**src/rtl/irq_agg_pkg.sv**
```systemverilog
package irq_agg_pkg;
  localparam int unsigned OFF_W      = 8;
  localparam logic [OFF_W-1:0] OFF_CAUSE = 8'h00;
  localparam logic [OFF_W-1:0] OFF_MASK  = 8'h10;
  localparam logic [OFF_W-1:0] OFF_CTRL  = 8'h28;
  localparam int unsigned CTRL_EDGE_BIT   = 3;
  localparam int unsigned CTRL_MSGOFF_BIT = 5;
endpackage

```
**src/rtl/irq_sync.sv**
```systemverilog
module irq_sync #(
  parameter int unsigned WIDTH  = 32,
  parameter int unsigned STAGES = 2
) (
  input  logic             clk_i,
  input  logic             rst_ni,
  input  logic [WIDTH-1:0] d_i,
  output logic [WIDTH-1:0] q_o
);
  logic [WIDTH-1:0] stg_q [STAGES];

  always_ff @(posedge clk_i or negedge rst_ni) begin
    if (!rst_ni) begin
      for (int s = 0; s < STAGES; s++) stg_q[s] <= '0;
    end else begin
      stg_q[0] <= d_i;
      for (int s = 1; s < STAGES; s++) stg_q[s] <= stg_q[s-1];
    end
  end

  assign q_o = stg_q[STAGES-1];
endmodule

```
**src/rtl/irq_cause_bank.sv**
```systemverilog
module irq_cause_bank #(
  parameter int unsigned NUM_SRC = 32
) (
  input  logic               clk_i,
  input  logic               rst_ni,
  input  logic [NUM_SRC-1:0] sync_i,
  input  logic               edge_mode_i,
  input  logic               clr_we_i,
  input  logic [NUM_SRC-1:0] wdata_i,
  output logic [NUM_SRC-1:0] cause_o
);
  for (genvar g = 0; g < NUM_SRC; g++) begin : g_src
    logic prev_q, cause_q, set_ev, keep;

    assign set_ev = edge_mode_i ? (sync_i[g] & ~prev_q) : sync_i[g];
    // write-zero clears; set event takes precedence
    assign keep   = cause_q & ~(clr_we_i & ~wdata_i[g]);

    always_ff @(posedge clk_i or negedge rst_ni) begin
      if (!rst_ni) begin
        prev_q  <= 1'b0;
        cause_q <= 1'b0;
      end else begin
        prev_q  <= sync_i[g];
        cause_q <= set_ev | keep;
      end
    end

    assign cause_o[g] = cause_q;
  end
endmodule

```
**src/rtl/irq_regif.sv**
```systemverilog
module irq_regif
  import irq_agg_pkg::*;
#(
  parameter int unsigned NUM_SRC = 32,
  parameter int unsigned DATA_W  = 32
) (
  input  logic               clk_i,
  input  logic               rst_ni,
  input  logic               psel_i,
  input  logic               penable_i,
  input  logic               pwrite_i,
  input  logic [OFF_W-1:0]   paddr_i,
  input  logic [DATA_W-1:0]  pwdata_i,
  input  logic [NUM_SRC-1:0] cause_i,
  output logic [DATA_W-1:0]  prdata_o,
  output logic [NUM_SRC-1:0] mask_o,
  output logic               edge_mode_o,
  output logic               cause_we_o,
  output logic [NUM_SRC-1:0] cause_wdata_o
);
  logic wr_en, msg_off_q, edge_q;
  logic [NUM_SRC-1:0] mask_q;

  assign wr_en = psel_i & penable_i & pwrite_i;

  always_ff @(posedge clk_i or negedge rst_ni) begin
    if (!rst_ni) begin
      mask_q    <= '1;
      edge_q    <= 1'b0;
      msg_off_q <= 1'b0;
    end else if (wr_en) begin
      if (paddr_i == OFF_MASK) mask_q <= pwdata_i[NUM_SRC-1:0];
      if (paddr_i == OFF_CTRL) begin
        edge_q    <= pwdata_i[CTRL_EDGE_BIT];
        msg_off_q <= pwdata_i[CTRL_MSGOFF_BIT];
      end
    end
  end

  assign cause_we_o    = wr_en && (paddr_i == OFF_CAUSE);
  assign cause_wdata_o = pwdata_i[NUM_SRC-1:0];
  assign mask_o        = mask_q;
  assign edge_mode_o   = edge_q;

  always_comb begin
    prdata_o = '0;
    if (psel_i && !pwrite_i) begin
      unique case (paddr_i)
        OFF_CAUSE: prdata_o[NUM_SRC-1:0] = cause_i;
        OFF_MASK:  prdata_o[NUM_SRC-1:0] = mask_q;
        OFF_CTRL: begin
          prdata_o[CTRL_EDGE_BIT]   = edge_q;
          prdata_o[CTRL_MSGOFF_BIT] = msg_off_q;
        end
        default:   prdata_o = '0;
      endcase
    end
  end
endmodule

```
**src/rtl/intr_fabric_agg.sv**
```systemverilog
module intr_fabric_agg
  import irq_agg_pkg::*;
#(
  parameter int unsigned NUM_SRC     = 32,
  parameter int unsigned DATA_W      = 32,
  parameter int unsigned SYNC_STAGES = 2
) (
  input  logic               clk_i,
  input  logic               rst_ni,
  input  logic               psel_i,
  input  logic               penable_i,
  input  logic               pwrite_i,
  input  logic [OFF_W-1:0]   paddr_i,
  input  logic [DATA_W-1:0]  pwdata_i,
  output logic [DATA_W-1:0]  prdata_o,
  input  logic [NUM_SRC-1:0] src_i,
  output logic               irq_o
);
  logic [NUM_SRC-1:0] sync_q, cause_q, mask_q, cause_wdata;
  logic               edge_mode, cause_we;

  irq_sync #(.WIDTH(NUM_SRC), .STAGES(SYNC_STAGES)) i_sync (
    .clk_i (clk_i), .rst_ni(rst_ni), .d_i(src_i), .q_o(sync_q)
  );

  irq_regif #(.NUM_SRC(NUM_SRC), .DATA_W(DATA_W)) i_regif (
    .clk_i        (clk_i),
    .rst_ni       (rst_ni),
    .psel_i       (psel_i),
    .penable_i    (penable_i),
    .pwrite_i     (pwrite_i),
    .paddr_i      (paddr_i),
    .pwdata_i     (pwdata_i),
    .cause_i      (cause_q),
    .prdata_o     (prdata_o),
    .mask_o       (mask_q),
    .edge_mode_o  (edge_mode),
    .cause_we_o   (cause_we),
    .cause_wdata_o(cause_wdata)
  );

  irq_cause_bank #(.NUM_SRC(NUM_SRC)) i_cause (
    .clk_i      (clk_i),
    .rst_ni     (rst_ni),
    .sync_i     (sync_q),
    .edge_mode_i(edge_mode),
    .clr_we_i   (cause_we),
    .wdata_i    (cause_wdata),
    .cause_o    (cause_q)
  );

  assign irq_o = |(cause_q & ~mask_q);
endmodule

```
**config.mk**
```make
export PLATFORM = sky130hd
export DESIGN_NAME = intr_fabric_agg
export DESIGN_NICKNAME = d
export VERILOG_FILES = /design/src/rtl/irq_agg_pkg.sv /design/src/rtl/irq_sync.sv /design/src/rtl/irq_cause_bank.sv /design/src/rtl/irq_regif.sv /design/src/rtl/intr_fabric_agg.sv
export SDC_FILE = /design/constraint.sdc
export NUM_CORES = 1
export LEC_CHECK = 0
export BUFFER_PORTS_ARGS = -buffer_cell sky130_fd_sc_hd__buf_4
export CAP_MARGIN = 20
export CORE_MARGIN = 1
export CORE_UTILIZATION = 45
export CTS_BUF_LIST = sky130_fd_sc_hd__clkbuf_4 sky130_fd_sc_hd__clkbuf_8 sky130_fd_sc_hd__clkbuf_16
export CTS_CLUSTER_DIAMETER = 150
export CTS_CLUSTER_SIZE = 14
export DETAILED_ROUTE_END_ITERATION = 8
export PLACE_DENSITY_LB_ADDON = 0.12
export SLEW_MARGIN = 10
export SYNTH_ARGS = -nofsm -noshare
export SYNTH_HDL_FRONTEND = slang
export SYNTH_HIERARCHICAL = 1
export SYNTH_SLANG_ARGS = --single-unit
```
**constraint.sdc**
```tcl
create_clock -name clk_i -period 3.5 [get_ports clk_i]
set_clock_uncertainty 0.1 [all_clocks]
set_input_delay 0.175 -clock clk_i [delete_from_list [all_inputs] [get_ports clk_i]]
set_output_delay 0.175 -clock clk_i [all_outputs]
set_load 0.02 [all_outputs]
```
Word-level counts from Yosys, hierarchy flattened:

Cells that the tools add are included.

* equal/unequal tests: 2
* multiplexer cells: 38
* bitwise gates (word level): 228
* reduce and logical (&&, ||, !) cells: 7

Operator list (count)
* AND 1 bit: 98
* inverter 1 bit: 96
* case mux 26 bit (2 select lines): 1
* AND 32 bit: 1
* 2-to-1 mux 1 bit: 32
* 2-to-1 mux 32 bit: 1
* inverter 32 bit: 1
* OR 1 bit: 32
* OR reduction 32 bit: 1
* equality test 8 x 5 -> 1 bit (second input constant): 1
* equality test 8 x 6 -> 1 bit (second input constant): 1
* zero test 8 bit: 1
* case mux 1 bit (3 select lines): 2
* case mux 3 bit (2 select lines): 1
* AND reduction 2 bit: 2
* logical AND 1 bit: 2
* case mux 1 bit (2 select lines): 1
* zero test 1 bit: 1

* register bits: 162
* bits of input ports: 77
* output and inout bits: 33
* word-level logic and storage cells: 344

Depth between registers and ports, before layout:

* depth in word-level cells: 7
* gate-level depth with buffers: 6
* gate-level depth less buffers: 5

Modules after synthesis:

Netlist, hierarchy kept.

By module, submodules not included
* irq_cause_bank: times used 1, cells an instance 198, area each 2477.4 µm², sequential area each 1601.5 µm²
* irq_regif: times used 1, cells an instance 189, area each 2165.8 µm², sequential area each 890.9 µm²
* irq_sync: times used 1, cells an instance 96, area each 1841.8 µm², sequential area each 1601.5 µm²
* intr_fabric_agg: times used 1, cells an instance 53, area each 251.5 µm², sequential area each 0.0 µm²

Worst setup path before layout:

Ideal clock, no wire load.

* kind: input to output
* from: input paddr_i[0]
* to: output prdata_o[12]
* data arrival time: 1699 ps
* required time: 3225 ps
* slack: 1526 ps
* stages: 4
* path buffers: 1
* path through: or4_4 > or4b_4 > buf_6 > nor2_1

* cells in the longest elaborated chain, start to end: 3
* elaborated cells between the ends (all ways): 4
* those cells by class: eq/ne: 1; mux: 2; reduce/logical: 1

RTL lines
* start: declaration: line intr_fabric_agg.sv:13 `input logic [OFF_W-1:0] paddr_i,`
* equality test 8 x 5 -> 1 bit or zero test 8 bit (tied branches): line irq_regif.sv:48 `unique case (paddr_i)`
* case mux 26 bit (2 select lines) *: line irq_regif.sv:48
* 2-to-1 mux 32 bit *: line irq_regif.sv:47 `if (psel_i && !pwrite_i) begin`
* end: declaration: line intr_fabric_agg.sv:15 `output logic [DATA_W-1:0] prdata_o,`

Every way passes the cells marked *; elsewhere a longest branch is shown, timed or not.

Worst setup path in the final report:

* from: input paddr_i[0]
* to: output prdata_o[28]

Same word-level chain as after synthesis.

==> reports/qor.yml <==
global_routing:
  grt_busiest_layer: "met2"
  antenna_found_initial: 0
  grt_max_degree: 87
  met3_usage_pct: 4.940
  grt_first_pass_wirelength_um: 21430
  overflow: 0
  grt_pass1_vias: 4125
  met1_usage_pct: 24.68
  use_met2_pct: 27.88
  track_usage_pct: 17.93
floorplan:
  die_h_um: 124.4
  die_area_sq_um: 15460
  rows: 44
  die_x_um: 124.4
  start_util_pct: 46.17
  ios: 110
  core-area_sq_um: 14590
yosys:
  synth_area_leader_cell: "dfrtp_1"
  synthXorXnorAreaFrac_pct: 0
  synth_area_sq_um: 6736
  synth_compound_area_share_pct: 5.906
  synthMuxAreaShare_pct: 10.44
  syn_avg_cell_area_sq_um: 12.57
  synth_adder_area_share_pct: 0
  syn-num-nets: 613
  synth_cells: 536
  netlist.area_leader.share_pct: 48.29
  seq_area_frac_synth_pct: 60.77
  async_flop_share_pct: 100.0
  synth_ff_type: "dfrtp_1"
  synth_top_family_by_area: "buffers and inverters"
  synthSimpleGateAreaFrac_pct: 8.971
  synth_cell_types: 30
  synth_warnings: 6
  synth_area_leaders: "dfrtp_1 48%, dfstp_2 12%, buf_4 11%"
  ys_ff_latch: 162
  synth-edff-count: 0
timing:
  fin_crit_sh_pct: 64.42
  fin_setup_tns_ns: 0
  hold_viol: 0
  drv_slew: 0
  final.min_clock_period_ns: 2.255
  rsz0062_at_grt: "false"
  fmax_mhz: 443.5
  relSlewSlack_pct: 48.56
  setup_viol: 0
  worst-slew-pin-transition_ns: 0.7716
placement:
  place_hpwl_um: 8108
  io_buffers: 109
  gp_congestion: 0.7516
  dp_cells: 724
worst_setup_path:
  worst-path-buf-inv: 2
  path_cells: "buf_4 > or4_4 > or4b_4 > nor2_1 > buf_4"
  cp-startpoint: "paddr_i[0]"
  max_stage_delay_ns: 0.77
  critical-path-top-delay-family: "simple AND/OR/NAND/NOR gates"
  cp_data_arrival_time_ns: 1.98
  worstPathRequired_ns: 3.22
  cp_common_cell: "buf_4"
  path_class: "input pin to output port"
  worstSetupEndpointType: "output port"
  cp_slowest_cell: "or4b_4"
  crit_path_start_kind: "input pin"
  reg2reg_from: "i_regif/edge_mode_o"
  path_max_fanout: 30
route:
  drt-pass1-iter-count: 4
  vias: 3896
  initialDrtViolationCount: 140
  finalWirelength_um: 12890
  ant_nets: 0
  wl_per_cell_um: 15.71
  vias_per_cell: 4.745
  drc: 0
clocking:
  clk_latency_ns: 0.41
  cts-root-buf: "clkbuf_16"
  cts_num_sinks: 162
  cts_buffer_depth: 2
  ctsResizeCount: 0
  tritoncts: "done"
  cts_max_level: 4
  cts_made_buffers: 17
  cts.clk_slew.worst_paths_ns: 0.06
final_layout:
  finalNetCount: 701
  syn_to_final_growth_pct: 22.92
  mostFrequentLayoutCells: "130 x dfrtp_1, 115 x buf_4, 65 x dlygate4sd3_1"
  layout_commonest_cell: "dfrtp_1"
  drive_above_1_share_pct: 36.26
  num-fill-cells: 1221
  multiInputGateArea_sq_um: 1710
  stdcell_count: 821
  antenna_cells: 0
  layout.area.seq_sq_um: 4094
power:
  p_comb_share_pct: 5.6
  seq_power_share_pct: 48.6
  clkPwrFrac_pct: 45.8
  p_int_mw: 3.173
  p_leak_nw: 3.825
  switching_share_pct: 21.46
  cellPowerDensity_nw_per_um2: 487.8
  vdd_ir_drop_max_mv: 0.3111
  switching_power_mw: 0.8668
worst_hold_path:
  hp-class: "input pin to flop"
  hold_start: "paddr_i[6]"
flow_run:
  drv_cap: 0
status:
  status: "completed"
sequential cells by signal, summed over array words and instances (netlist names):
register,count
i_regif/mask_o,32
i_regif/msg_off_q,1
i_regif/edge_mode_o,1
i_sync/q_o,32
i_cause/g_src.cause_q,32
i_cause/g_src.prev_q,32
i_sync/stg_q,32
layer usage:
metal | vias to the layer above | wire [um]
met5 | - | 0
met4 | 0 | 85
met3 | 7 | 500
met2 | 83 | 6151
met1 | 1937 | 6157
li1 | 1869 | -
cell type report:
type                       count  share of cell area (%)
timing repair buffer         181                   18.42
inverter                      32                   1.451
clock inverter                13                   1.783
multi-input combinational    230                   20.66
sequential                   162                   49.44
clock buffer                  19                   5.470
tap                          184                   2.780
stage by stage:
step	setup slack [ns]	instance area, sq um	util (%)	power [mW]	hold slack, ns
floorplan	1.526	6736	-	2.088	-0.2206
global placement	1.291	7029	48.18	2.167	0.1841
detailed placement	1.239	7029	48.18	2.171	0.1853
CTS	1.225	8280	56.76	4.102	0.09733
global route	1.173	8280	56.76	4.203	0.1317
finish	1.245	8280	56.76	4.039	0.1244
logic make-up (layout without fill, tap and decap cells):
kind of cell,Yosys count,count (layout)
flops,162,162
buf+inv,144,245
simple gates,114,114
mux,66,66
compound gates,50,50
cell usage after synthesis (3+ instances only):
library cell	instances
nor4_1	4
nor2_2	12
clkbuf_1	4
nand2b_1	30
dfrtp_1	130
buf_2	8
dfstp_2	32
buf_6	3
inv_1	32
mux2i_1	32
mux2_2	34
buf_4	96
o22ai_1	16
a22o_1	32
nor2_1	20
nand2_1	33
power by group through the flow:
stage / Combinational (mW) / Sequential, mW / Clock (mW)
6_report: 0.227 / 1.96 / 1.85
3_5_place_dp: 0.173 / 2.00 / 0
2_1_floorplan: 0.101 / 1.99 / 0
5_1_grt: 0.250 / 1.97 / 1.98
3_3_place_gp: 0.171 / 2.00 / 0
4_1_cts: 0.232 / 1.97 / 1.90
worst register-to-register path: cells and delay by family (launching register included):
family | cells | cell delay, ns
compound gates | 1 | 0.23
buf+inv | 1 | 0.42
flops | 1 | 0.58
simple gates | 1 | 0.10
worst paths after layout:
| path | slack (ns) | to | depth (start not counted) |
|---|---|---|---|
| worst max-delay path | 1.25 | prdata_o[28] | 5 |
| worst max register to register | 1.97 | i_cause/g_src[0].cause_q | 3 |
| min in group asynchronous | 0.30 | i_cause/g_src[7].prev_q | 2 |
| max in group asynchronous | 2.11 | i_regif/mask_o[5] | 3 |
| worst min-delay path | 0.12 | i_regif/msg_off_q | 4 |
| worst min register to register | 0.25 | i_sync/q_o[7] | 0 |
timing repair:
| item | 4_1_cts | 5_1_grt |
|---|---|---|
| endpoints found under the hold margin | 164 | 0 |
| setup buffers | 0 | 0 |
| endpoints found under the setup margin | 0 | 0 |
| hold buffers | 65 | 0 |
(Power assumes the default switching activity.)
